File: src/rtl/irq_prio_pkg.sv
package irq_prio_pkg;
    typedef enum logic [1:0] {
        S_IDLE = 2'd0,
        S_REQ  = 2'd1,
        S_SERV = 2'd2
    } arb_state_t;

    localparam int unsigned W_EN_SET    = 0;
    localparam int unsigned W_EN_CLR    = 1;
    localparam int unsigned W_PEND_SET  = 2;
    localparam int unsigned W_PEND_CLR  = 3;
    localparam int unsigned W_ACT       = 4;
    localparam int unsigned W_PRIO_BASE = 8;

    localparam logic [1:0] SZ_WORD = 2'd2;
    localparam int unsigned BUS_W  = 32;
endpackage

File: src/rtl/irq_regfile.sv
module irq_regfile
    import irq_prio_pkg::*;
#(
    parameter int unsigned N_IRQ  = 32,
    parameter int unsigned PRIO_W = 2,
    parameter int unsigned ADDR_W = 6
) (
    input  logic                          clk,
    input  logic                          rst_n,
    input  logic                          bus_sel,
    input  logic                          bus_we,
    input  logic [ADDR_W-1:0]             bus_addr,
    input  logic [1:0]                    bus_size,
    input  logic [BUS_W-1:0]              bus_wdata,
    input  logic [N_IRQ-1:0]              pend_q,
    input  logic [N_IRQ-1:0]              active_q,
    output logic [N_IRQ-1:0]              en_q,
    output logic [N_IRQ-1:0][PRIO_W-1:0]  prio_q,
    output logic [N_IRQ-1:0]              set_pend_mask,
    output logic [N_IRQ-1:0]              clr_pend_mask,
    output logic [N_IRQ-1:0]              eoi_mask,
    output logic [BUS_W-1:0]              bus_rdata,
    output logic                          bus_err
);
    localparam int unsigned N_PREG = N_IRQ / 4;
    localparam logic [ADDR_W-1:0] A_EN_SET   = ADDR_W'(W_EN_SET);
    localparam logic [ADDR_W-1:0] A_EN_CLR   = ADDR_W'(W_EN_CLR);
    localparam logic [ADDR_W-1:0] A_PEND_SET = ADDR_W'(W_PEND_SET);
    localparam logic [ADDR_W-1:0] A_PEND_CLR = ADDR_W'(W_PEND_CLR);
    localparam logic [ADDR_W-1:0] A_ACT      = ADDR_W'(W_ACT);
    localparam logic [ADDR_W-1:0] A_PRIO_LO  = ADDR_W'(W_PRIO_BASE);
    localparam logic [ADDR_W-1:0] A_PRIO_HI  = ADDR_W'(W_PRIO_BASE + N_PREG);

    logic                wr;
    logic                prio_hit;
    logic                prio_wr;
    logic [ADDR_W-1:0]   prio_idx;
    logic [BUS_W-1:0]    prio_rd;

    assign wr       = bus_sel && bus_we;
    assign prio_hit = (bus_addr >= A_PRIO_LO) && (bus_addr < A_PRIO_HI);
    assign prio_idx = bus_addr - A_PRIO_LO;
    assign prio_wr  = wr && prio_hit && (bus_size == SZ_WORD);

    // write-1 masks toward the pending/active tracker
    assign set_pend_mask = (wr && bus_addr == A_PEND_SET) ? bus_wdata[N_IRQ-1:0] : '0;
    assign clr_pend_mask = (wr && bus_addr == A_PEND_CLR) ? bus_wdata[N_IRQ-1:0] : '0;
    assign eoi_mask      = (wr && bus_addr == A_ACT)      ? bus_wdata[N_IRQ-1:0] : '0;

    always_ff @(posedge clk) begin
        if (!rst_n) begin
            en_q <= '0;
        end else if (wr && bus_addr == A_EN_SET) begin
            en_q <= en_q | bus_wdata[N_IRQ-1:0];
        end else if (wr && bus_addr == A_EN_CLR) begin
            en_q <= en_q & ~bus_wdata[N_IRQ-1:0];
        end
    end

    // one priority field per line, taken from the top bits of its byte lane
    for (genvar gi = 0; gi < N_IRQ; gi++) begin : g_prio
        always_ff @(posedge clk) begin
            if (!rst_n) begin
                prio_q[gi] <= '0;
            end else if (prio_wr && prio_idx == ADDR_W'(gi / 4)) begin
                prio_q[gi] <= bus_wdata[(gi % 4) * 8 + 7 -: PRIO_W];
            end
        end
    end

    always_comb begin
        prio_rd = '0;
        for (int j = 0; j < 4; j++) begin
            if (int'(prio_idx) * 4 + j < N_IRQ) begin
                prio_rd[j * 8 + 7 -: PRIO_W] = prio_q[int'(prio_idx) * 4 + j];
            end
        end
    end

    always_comb begin
        bus_rdata = '0;
        bus_err   = 1'b0;
        if (bus_sel) begin
            if (prio_hit) begin
                if (bus_size == SZ_WORD) begin
                    bus_rdata = bus_we ? '0 : prio_rd;
                end else begin
                    bus_err = 1'b1;
                end
            end else if (!bus_we) begin
                if (bus_addr == A_EN_SET || bus_addr == A_EN_CLR) begin
                    bus_rdata[N_IRQ-1:0] = en_q;
                end else if (bus_addr == A_PEND_SET || bus_addr == A_PEND_CLR) begin
                    bus_rdata[N_IRQ-1:0] = pend_q;
                end else if (bus_addr == A_ACT) begin
                    bus_rdata[N_IRQ-1:0] = active_q;
                end
            end
        end
    end
endmodule

File: src/rtl/irq_pend_track.sv
module irq_pend_track #(
    parameter int unsigned N_IRQ = 32,
    parameter int unsigned ID_W  = 5
) (
    input  logic             clk,
    input  logic             rst_n,
    input  logic [N_IRQ-1:0] irq_lvl,
    input  logic [N_IRQ-1:0] set_mask,
    input  logic [N_IRQ-1:0] clr_mask,
    input  logic [N_IRQ-1:0] eoi_mask,
    input  logic             ack_fire,
    input  logic [ID_W-1:0]  ack_id,
    output logic [N_IRQ-1:0] pend_q,
    output logic [N_IRQ-1:0] active_q
);
    logic [N_IRQ-1:0] lvl_q;
    logic [N_IRQ-1:0] rise;
    logic [N_IRQ-1:0] ack_vec;

    assign rise = irq_lvl & ~lvl_q;

    always_comb begin
        ack_vec = '0;
        if (ack_fire) begin
            ack_vec[ack_id] = 1'b1;
        end
    end

    // a new edge or a software set beats a clear landing in the same cycle
    always_ff @(posedge clk) begin
        if (!rst_n) begin
            lvl_q    <= '0;
            pend_q   <= '0;
            active_q <= '0;
        end else begin
            lvl_q    <= irq_lvl;
            pend_q   <= (pend_q & ~clr_mask & ~ack_vec) | rise | set_mask;
            active_q <= (active_q & ~eoi_mask) | ack_vec;
        end
    end
endmodule

File: src/rtl/irq_arbiter.sv
module irq_arbiter #(
    parameter int unsigned N_IRQ  = 32,
    parameter int unsigned PRIO_W = 2,
    parameter int unsigned ID_W   = 5
) (
    input  logic [N_IRQ-1:0]              elig,
    input  logic [N_IRQ-1:0][PRIO_W-1:0]  prio,
    output logic                          any,
    output logic [ID_W-1:0]               win_id,
    output logic [PRIO_W-1:0]             win_prio
);
    // scan downward with <= so the lowest number survives a tie
    always_comb begin
        any      = 1'b0;
        win_id   = '0;
        win_prio = '0;
        for (int i = N_IRQ - 1; i >= 0; i--) begin
            if (elig[i] && (!any || prio[i] <= win_prio)) begin
                any      = 1'b1;
                win_id   = ID_W'(i);
                win_prio = prio[i];
            end
        end
    end
endmodule

File: src/rtl/irq_prio_ctrl.sv
module irq_prio_ctrl
    import irq_prio_pkg::*;
#(
    parameter int unsigned N_IRQ  = 32,
    parameter int unsigned PRIO_W = 2,
    parameter int unsigned ADDR_W = 6,
    localparam int unsigned ID_W  = $clog2(N_IRQ)
) (
    input  logic              clk,
    input  logic              rst_n,
    input  logic              bus_sel,
    input  logic              bus_we,
    input  logic [ADDR_W-1:0] bus_addr,
    input  logic [1:0]        bus_size,
    input  logic [31:0]       bus_wdata,
    output logic [31:0]       bus_rdata,
    output logic              bus_err,
    input  logic [N_IRQ-1:0]  irq_lvl,
    input  logic              irq_ack,
    output logic              irq_req,
    output logic [ID_W-1:0]   irq_id,
    output logic [PRIO_W-1:0] irq_prio
);
    logic [N_IRQ-1:0]             en_q;
    logic [N_IRQ-1:0]             pend_q;
    logic [N_IRQ-1:0]             active_q;
    logic [N_IRQ-1:0][PRIO_W-1:0] prio_q;
    logic [N_IRQ-1:0]             set_pend_mask;
    logic [N_IRQ-1:0]             clr_pend_mask;
    logic [N_IRQ-1:0]             eoi_mask;
    logic                         any;
    logic [ID_W-1:0]              win_id;
    logic [PRIO_W-1:0]            win_prio;
    logic                         ack_fire;
    arb_state_t                   state_q;
    arb_state_t                   state_d;

    irq_regfile #(.N_IRQ(N_IRQ), .PRIO_W(PRIO_W), .ADDR_W(ADDR_W)) u_regs (
        .clk(clk), .rst_n(rst_n),
        .bus_sel(bus_sel), .bus_we(bus_we), .bus_addr(bus_addr),
        .bus_size(bus_size), .bus_wdata(bus_wdata),
        .pend_q(pend_q), .active_q(active_q),
        .en_q(en_q), .prio_q(prio_q),
        .set_pend_mask(set_pend_mask), .clr_pend_mask(clr_pend_mask),
        .eoi_mask(eoi_mask),
        .bus_rdata(bus_rdata), .bus_err(bus_err)
    );

    irq_pend_track #(.N_IRQ(N_IRQ), .ID_W(ID_W)) u_track (
        .clk(clk), .rst_n(rst_n), .irq_lvl(irq_lvl),
        .set_mask(set_pend_mask), .clr_mask(clr_pend_mask),
        .eoi_mask(eoi_mask), .ack_fire(ack_fire), .ack_id(win_id),
        .pend_q(pend_q), .active_q(active_q)
    );

    irq_arbiter #(.N_IRQ(N_IRQ), .PRIO_W(PRIO_W), .ID_W(ID_W)) u_arb (
        .elig(en_q & pend_q), .prio(prio_q),
        .any(any), .win_id(win_id), .win_prio(win_prio)
    );

    assign ack_fire = irq_ack && irq_req;

    always_ff @(posedge clk) begin
        if (!rst_n) begin
            state_q <= S_IDLE;
        end else begin
            state_q <= state_d;
        end
    end

    always_comb begin
        state_d = state_q;
        unique case (state_q)
            S_IDLE: if (any) state_d = S_REQ;
            S_REQ: begin
                if (!any)          state_d = S_IDLE;
                else if (irq_ack)  state_d = S_SERV;
            end
            S_SERV: if (active_q == '0) state_d = any ? S_REQ : S_IDLE;
            default: state_d = S_IDLE;
        endcase
    end

    always_comb begin
        irq_req  = 1'b0;
        irq_id   = '0;
        irq_prio = '0;
        unique case (state_q)
            S_REQ: begin
                irq_req  = any;
                irq_id   = any ? win_id : '0;
                irq_prio = any ? win_prio : '0;
            end
            S_IDLE, S_SERV: ;
            default: ;
        endcase
    end
endmodule

File: config.mk
export PLATFORM = sky130hd
export DESIGN_NAME = irq_prio_ctrl
export DESIGN_NICKNAME = d
export VERILOG_FILES = /design/src/rtl/irq_prio_pkg.sv /design/src/rtl/irq_regfile.sv /design/src/rtl/irq_pend_track.sv /design/src/rtl/irq_arbiter.sv /design/src/rtl/irq_prio_ctrl.sv
export SDC_FILE = /design/constraint.sdc
export NUM_CORES = 1
export LEC_CHECK = 0
export BUFFER_PORTS_ARGS = -buffer_cell sky130_fd_sc_hd__buf_4
export CAP_MARGIN = 20
export CORE_MARGIN = 8
export CORE_UTILIZATION = 50
export CTS_CLUSTER_DIAMETER = 30
export CTS_CLUSTER_SIZE = 24
export DETAILED_ROUTE_END_ITERATION = 6
export HOLD_SLACK_MARGIN = 0.1
export PLACE_DENSITY = 0.71
export SETUP_SLACK_MARGIN = 0.4
export SLEW_MARGIN = 20
export SYNTH_ARGS = -nofsm -noshare
export SYNTH_HDL_FRONTEND = slang
export SYNTH_SLANG_ARGS = --single-unit
File: constraint.sdc
create_clock -name clk -period 116.9 [get_ports clk]
set_input_delay 23.38 -clock clk [delete_from_list [all_inputs] [get_ports clk]]
set_output_delay 23.38 -clock clk [all_outputs]
set_load 0.05 [all_outputs]
Yosys cells after proc, flatten, opt, wreduce, memory -nomap -nowiden
Cells that the tools add are included.
{"block": "classes", "mux": 141, "magnitude_cmp": 43, "n_addsub": 7, "reduce_logical": 120, "eq_ne": 17, "n_bitwise": 15}
{"op": "2-to-1 mux 32 bit", "n": 14}
{"op": "AND 32 bit", "n": 6}
{"op": "2-to-1 mux 5 bit", "n": 34}
{"op": "NOT 32 bit", "n": 5}
{"op": "OR 32 bit", "n": 4}
{"op": "2-to-1 mux 2 bit", "n": 49}
{"op": "less-than comparator 32 x 6 -> 1 bit (second input constant)", "n": 3}
{"op": "less-than comparator 32 x 7 -> 1 bit (second input constant)", "n": 3}
{"op": "less-or-equal comparator 2 bit", "n": 31}
{"op": "logical AND 1 bit", "n": 50}
{"op": "2-to-1 mux 1 bit", "n": 38}
{"op": "adder 8 x 2 -> 9 bit (second input constant)", "n": 4}
{"op": "logical OR 1 bit", "n": 33}
{"op": "logical NOT 32 bit", "n": 1}
{"op": "logical NOT 1 bit", "n": 31}
{"op": "binary-select mux 2 bit (select 5 bit)", "n": 3}
{"op": "== test 6 x 3 -> 1 bit (second input constant)", "n": 5}
{"op": "== test 6 x 2 -> 1 bit (second input constant)", "n": 4}
{"op": "adder 8 x 1 -> 9 bit (second input constant)", "n": 2}
{"op": "less-than comparator 8 x 6 -> 1 bit (second input constant)", "n": 2}
{"op": "== test 6 x 1 -> 1 bit (second input constant)", "n": 2}
{"op": "logical NOT 6 bit", "n": 2}
{"op": "binary-select mux 2 bit (select 3 bit)", "n": 1}
{"op": ">= comparator 6 x 4 -> 1 bit (second input constant)", "n": 1}
{"op": "13 further kinds", "n": 15}
{"block": "word_totals", "elab_cells": 380, "output_inout_bits": 41, "input_bits": 77, "reg_bits": 194}

Logic depth before layout (Yosys ltp)
{"block": "logic_depth", "word_depth": 135, "depth_mapped": 222, "depth_no_buf": 219}

By module
From an unflattened synthesis, not the netlist that was laid out.
{"block": "hier_totals", "hier_cells": 1673, "hier_area_um2": 13504.2}
{"module": "irq_regfile", "area_per_inst_um2": 5816.8, "seq_area_each_um2": 1921.8, "instances": 1, "cells_each": 650}
{"module": "irq_pend_track", "area_per_inst_um2": 3722.3, "seq_area_each_um2": 1921.8, "instances": 1, "cells_each": 422}
{"module": "irq_arbiter", "area_per_inst_um2": 3553.4, "seq_area_each_um2": 0.0, "instances": 1, "cells_each": 541}
{"module": "irq_prio_ctrl", "area_per_inst_um2": 411.6, "seq_area_each_um2": 40.0, "instances": 1, "cells_each": 60}

Worst setup path after synthesis
No wires, ideal clock.
{"block": "synth_path", "path_kind": "register to output", "from": "register u_track.pend_q[31]", "to": "output port irq_prio[1]", "t_arrival_ns": 36.833, "n_path_buf": 2, "required_time_ns": 93.520, "stages_incl_launch_ff": 204, "path_slack_ns": 56.687, "path_cell_list": "dfxtp_1 nand3_1 ha_1 nor2b_1 o2111ai_1 and3_1 nor2_1 ha_1 nor2b_1 o21a_1 a21oi_1 o31ai_1 ha_1 nor2b_1 a2bb2oi_1 a21oi_1 mux2_2 ha_1 [... 168 more ...] nor2_1 nand2_1 o21ai_1 ha_1 nor2b_1 o21ai_0 o21bai_1 clkbuf_1 nor2_1 a21oi_1 a31oi_1 ha_1 nand2_1 o21ai_0 nor2_1 o21a_1 nand2_1 o21ai_0"}
{"block": "synth_between", "elab_chain_cells": 128, "word_cells_on_any_way": 191, "classes_between": "order compare (31); mux (66); bitwise (1); reduce/logical (93)"}
{"item": "start: declaration", "line": "irq_pend_track.sv:13", "source": "output logic [N_IRQ-1:0] pend_q,"}
{"item": "start signal: assignment", "line": "irq_pend_track.sv:37", "source": "pend_q <= (pend_q & ~clr_mask & ~ack_vec) | rise | set_mask;"}
{"item": "AND 32 bit (*)", "line": "irq_prio_ctrl.sv:57", "source": ".elig(en_q & pend_q), .prio(prio_q),"}
{"item": "2-to-1 mux 2 bit or 2-to-1 mux 1 bit (tied branches)", "line": "irq_arbiter.sv:18", "source": "if (elig[i] && (!any || prio[i] <= win_prio)) begin"}
{"item": "less-or-equal comparator 2 bit or logical NOT 1 bit (tied branches)", "line": "irq_arbiter.sv:18"}
{"item": "logical OR 1 bit", "line": "irq_arbiter.sv:18"}
{"item": "logical AND 1 bit", "line": "irq_arbiter.sv:18"}
{"item": "2-to-1 mux 2 bit or 2-to-1 mux 1 bit (tied branches)", "line": "irq_arbiter.sv:18"}
{"item": "less-or-equal comparator 2 bit or logical NOT 1 bit (tied branches)", "line": "irq_arbiter.sv:18"}
{"item": "logical OR 1 bit", "line": "irq_arbiter.sv:18"}
{"item": "[... 112 more ...]"}
{"item": "logical AND 1 bit", "line": "irq_arbiter.sv:18"}
{"item": "2-to-1 mux 2 bit or 2-to-1 mux 1 bit (tied branches)", "line": "irq_arbiter.sv:18"}
{"item": "less-or-equal comparator 2 bit or logical NOT 1 bit (tied branches)", "line": "irq_arbiter.sv:18"}
{"item": "logical OR 1 bit", "line": "irq_arbiter.sv:18"}
{"item": "logical AND 1 bit", "line": "irq_arbiter.sv:18"}
{"item": "2-to-1 mux 2 bit or 2-to-1 mux 1 bit (tied branches)", "line": "irq_arbiter.sv:18"}
{"item": "2-to-1 mux 2 bit (*)", "line": "irq_prio_ctrl.sv:92", "source": "irq_prio = any ? win_prio : '0;"}
{"item": "2-to-1 mux 2 bit (*)", "line": "irq_prio_ctrl.sv:88", "source": "unique case (state_q)"}
{"item": "end: declaration", "line": "irq_prio_ctrl.sv:22", "source": "output logic [PRIO_W-1:0] irq_prio"}
Mark *: on every way between the ends. The rest lies on a longest branch, timed or not.

Worst setup path after layout
{"block": "layout_path", "from": "register u_track.pend_q[31]", "to": "output port irq_id[0]"}
{"block": "layout_between", "elab_chain_cells": 128, "word_cells_on_any_way": 222, "classes_between": "order compare (31); mux (97); bitwise (1); reduce/logical (93)"}
{"item": "AND 32 bit (*)", "line": "irq_prio_ctrl.sv:57"}
{"item": "2-to-1 mux 2 bit or 2-to-1 mux 1 bit (tied branches)", "line": "irq_arbiter.sv:18"}
{"item": "less-or-equal comparator 2 bit or logical NOT 1 bit (tied branches)", "line": "irq_arbiter.sv:18"}
{"item": "logical OR 1 bit", "line": "irq_arbiter.sv:18"}
{"item": "logical AND 1 bit", "line": "irq_arbiter.sv:18"}
{"item": "2-to-1 mux 2 bit or 2-to-1 mux 1 bit (tied branches)", "line": "irq_arbiter.sv:18"}
{"item": "less-or-equal comparator 2 bit or logical NOT 1 bit (tied branches)", "line": "irq_arbiter.sv:18"}
{"item": "logical OR 1 bit", "line": "irq_arbiter.sv:18"}
{"item": "[... 112 more ...]"}
{"item": "logical AND 1 bit", "line": "irq_arbiter.sv:18"}
{"item": "2-to-1 mux 2 bit or 2-to-1 mux 1 bit (tied branches)", "line": "irq_arbiter.sv:18"}
{"item": "less-or-equal comparator 2 bit or logical NOT 1 bit (tied branches)", "line": "irq_arbiter.sv:18"}
{"item": "logical OR 1 bit", "line": "irq_arbiter.sv:18"}
{"item": "logical AND 1 bit", "line": "irq_arbiter.sv:18"}
{"item": "2-to-1 mux 5 bit or 2-to-1 mux 1 bit (tied branches)", "line": "irq_arbiter.sv:18"}
{"item": "2-to-1 mux 5 bit (*)", "line": "irq_prio_ctrl.sv:91", "source": "irq_id = any ? win_id : '0;"}
{"item": "2-to-1 mux 5 bit (*)", "line": "irq_prio_ctrl.sv:88"}
{"item": "end: declaration", "line": "irq_prio_ctrl.sv:21", "source": "output logic [ID_W-1:0] irq_id,"}
Marked as above.

==> flow_metrics.py <==
metrics = {
    "run_status": {
        "status": "completed",
    },
    "clock_tree": {
        "htree_levels": 4,
        "clk_pin_slew_ns": 0.08,
        "tritoncts": "done",
        "insertion_delay_ns": 0.46,
        "ctsResizeCount": 0,
        "cts_sinks": 194,
        "postCtsSetupBuffers": 0,
        "ctsHoldBuffers": 0,
        "cts_max_path_buffers": 2,
        "numCtsBuffers": 17,
        "cts_root_buffer": "clkbuf_16",
    },
    "yosys": {
        "async_flop_share": 0,
        "synth_edf_count": 0,
        "yosysWarningCount": 0,
        "ys_ff_latch": 194,
        "netlist_instances": 1584,
        "syn_avg_cell_area_um2": 8.016,
        "synth_nets": 1725,
        "synth_flop_cell": "dfxtp_1",
        "synth_area_um2": 12700,
        "ys_types": 80,
        "ys_seq_area_frac": 0.3059,
    },
    "place": {
        "place_ws_ns": 50.19,
        "gp_congestion": 0.9759,
        "hpwl_um": 32870,
        "port_buffers": 117,
    },
    "floorplanning": {
        "die-area_um2": 30750,
        "die_y_um": 175.4,
        "placementRows": 58,
        "core-area_um2": 25040,
        "start_util": 0.5071,
        "die_x_um": 175.4,
        "boundaryPins": 118,
    },
    "worst_hold_path": {
        "hold_depth": 2,
        "hold_class": "reg2reg",
    },
    "cells_and_area": {
        "utilization": 0.5750,
        "nets": 1791,
        "nFillCells": 2365,
        "syn_to_final_growth_pct": 13.38,
        "drive_gt1_frac": 0.1425,
        "diodes": 0,
    },
    "power_and_ir_drop": {
        "power_frac_comb": 0.088,
        "power_uw": 143.1,
        "internal_power_uw": 101.7,
        "p_switching_uw": 41.40,
        "clock_power_share": 0.430,
        "pwr-share-seq": 0.483,
        "cellPowerDensity_nw_per_um2": 9.942,
        "peakVddDrop_mv": 0.008747,
        "switching_share": 0.2892,
        "p_leak_nw": 5.706,
    },
    "detailed_routing": {
        "via_per_inst": 6.457,
        "drcViolationCount": 0,
        "vias": 12870,
        "drt_iter0_markers": 1522,
        "wl_um": 45470,
        "final_antenna_net_count": 0,
        "wl_per_cell_um": 22.82,
        "dr.pass1.iters": 5,
    },
    "sta": {
        "drv_slew": 0,
        "hold_ws_ns": 0.4892,
        "fin_ws_ns": 48.38,
        "fin_crit_sh": 0.5861,
        "rsz0062_at_grt": "no",
        "worstMarginPinSlew_ns": 0.9701,
        "tns_ns": 0,
        "skew_ns": 0.02216,
        "fmax_mhz": 14.60,
        "setup_violations": 0,
        "hold_violations": 0,
        "fin_crit_ns": 68.52,
        "slew_headroom": 0.3532,
    },
    "critical_path": {
        "cpPeakStageDelay_ns": 0.65,
        "critPathLaunchType": "flip-flop",
        "cp.arrival_ns": 45.14,
        "critPathCaptureType": "output port",
        "cpMaxStageDelayCell": "a221oi_1",
        "path_delay_family": "compound AO/OA/AOI/OAI gates",
        "crit_path_frequent_cell": "ha_1",
        "path_buf_inv": 7,
        "path_depth": 204,
        "path_max_fanout": 13,
        "r2r_cells": 207,
        "crit_required_ns": 93.52,
        "crit_type": "reg2out",
    },
    "flow_run": {
        "cap_viol_max_count": 0,
    },
    "global_route": {
        "grt_overflow_total": 0,
        "grt_pass1_vias": 12160,
        "grt_max_degree": 76,
        "antenna_found_initial": 0,
        "globalRouteTotalUtil": 0.2893,
        "grt_pass1_wl_um": 70680,
    },
}
[cell usage in the layout (no fill, tap or decap), types with 16 or more instances in the layout]
cell,count
a21oi_1,129
a22oi_1,38
a311oi_1,34
and2_1,43
buf_4,128
clkbuf_16,17
dfxtp_1,194
ha_1,64
inv_1,58
mux2_2,35
mux2i_1,79
mux4_2,16
nand2_1,177
nand3_1,63
nor2_1,158
nor2b_1,60
nor3_1,17
o211ai_1,34
o21ai_0,56
o31ai_1,24
[Yosys cell counts (all sizes together), types with 34 or more instances]
cell | n | area [um^2]
a21oi | 131 | 663.1
a22oi | 38 | 285.3
a311oi | 34 | 297.8
and2 | 44 | 275.3
clkbuf | 69 | 259.0
dfxtp | 194 | 3884
ha | 64 | 800.8
inv | 60 | 225.2
mux2 | 35 | 394.1
mux2i | 79 | 790.8
nand2 | 177 | 664.4
nand3 | 64 | 325.3
nor2 | 161 | 604.3
nor2b | 60 | 375.4
o211ai | 34 | 255.2
o21ai | 70 | 354.1
[final timing paths]
kind | slack [ns] | to | startpoint
worst max register to register | 71.25 | u_track.pend_q[27]$_SDFF_PN0_ | u_track.pend_q[31]$_SDFF_PN0_
worst min register to register | 0.49 | u_track.active_q[21]$_SDFF_PN0_ | u_track.active_q[21]$_SDFF_PN0_
worst max-delay path | 48.38 | irq_id[0] | u_track.pend_q[31]$_SDFF_PN0_
worst min-delay path | 0.49 | u_track.active_q[21]$_SDFF_PN0_ | u_track.active_q[21]$_SDFF_PN0_
[kinds of logic (layout without fill, tap and decap cells)]
kind of cell	after synthesis	in the layout	share of synthesized area
multiplexers	130	130	0.1217
AO/OA/AOI/OAI	449	449	0.2390
buffers and inverters	141	220	0.04208
flip-flops	194	194	0.3059
AND/OR/NAND/NOR	606	606	0.2283
adder cells (fa/ha/maj)	64	64	0.06307
[power groups by stage]
stage,clock (mW),combinational [mW],sequential [mW]
2_1_floorplan,0,0.00709,0.0699
3_3_place_gp,0,0.0121,0.0705
3_5_place_dp,0,0.0123,0.0705
4_1_cts,0.0622,0.0124,0.0690
5_1_grt,0.0648,0.0135,0.0692
6_report,0.0615,0.0126,0.0691
[metal layers]
| metal | global-route usage | vias up | routed length (um) |
|---|---|---|---|
| li1 | - | 5964 | - |
| met1 | 0.4083 | 6117 | 20140 |
| met2 | 0.4370 | 707 | 19610 |
| met3 | 0.05175 | 80 | 4417 |
| met4 | 0.09785 | 0 | 1308 |
| met5 | 0 | - | 0 |
[layout make-up]
cell class	count	area, um^2	area share
sequential	194	3884	0.2698
inverter	60	227.7	0.01582
tap	330	412.9	0.02868
clock inverter	14	182.7	0.01269
clock buffer	18	429.2	0.02981
timing repair buffer	128	960.9	0.06675
multi-input combinational	1249	8299	0.5765
[worst register-to-register path: cells and delay by family (launching register included)]
family,cells,cell delay [ns]
compound gates,92,21.40
simple gates,72,12.42
fa+ha+maj,31,8.73
mux,6,1.93
flops,1,0.50
buf+inv,6,0.46
[stage by stage]
stage | instance area (um^2) | instances
finish | 14400 | 1993
detailed placement | 13780 | 1961
global route | 14400 | 1993
global placement | 13780 | 1961
floorplan | 12700 | 1584
CTS | 14400 | 1993
(Power assumes the default switching activity.)
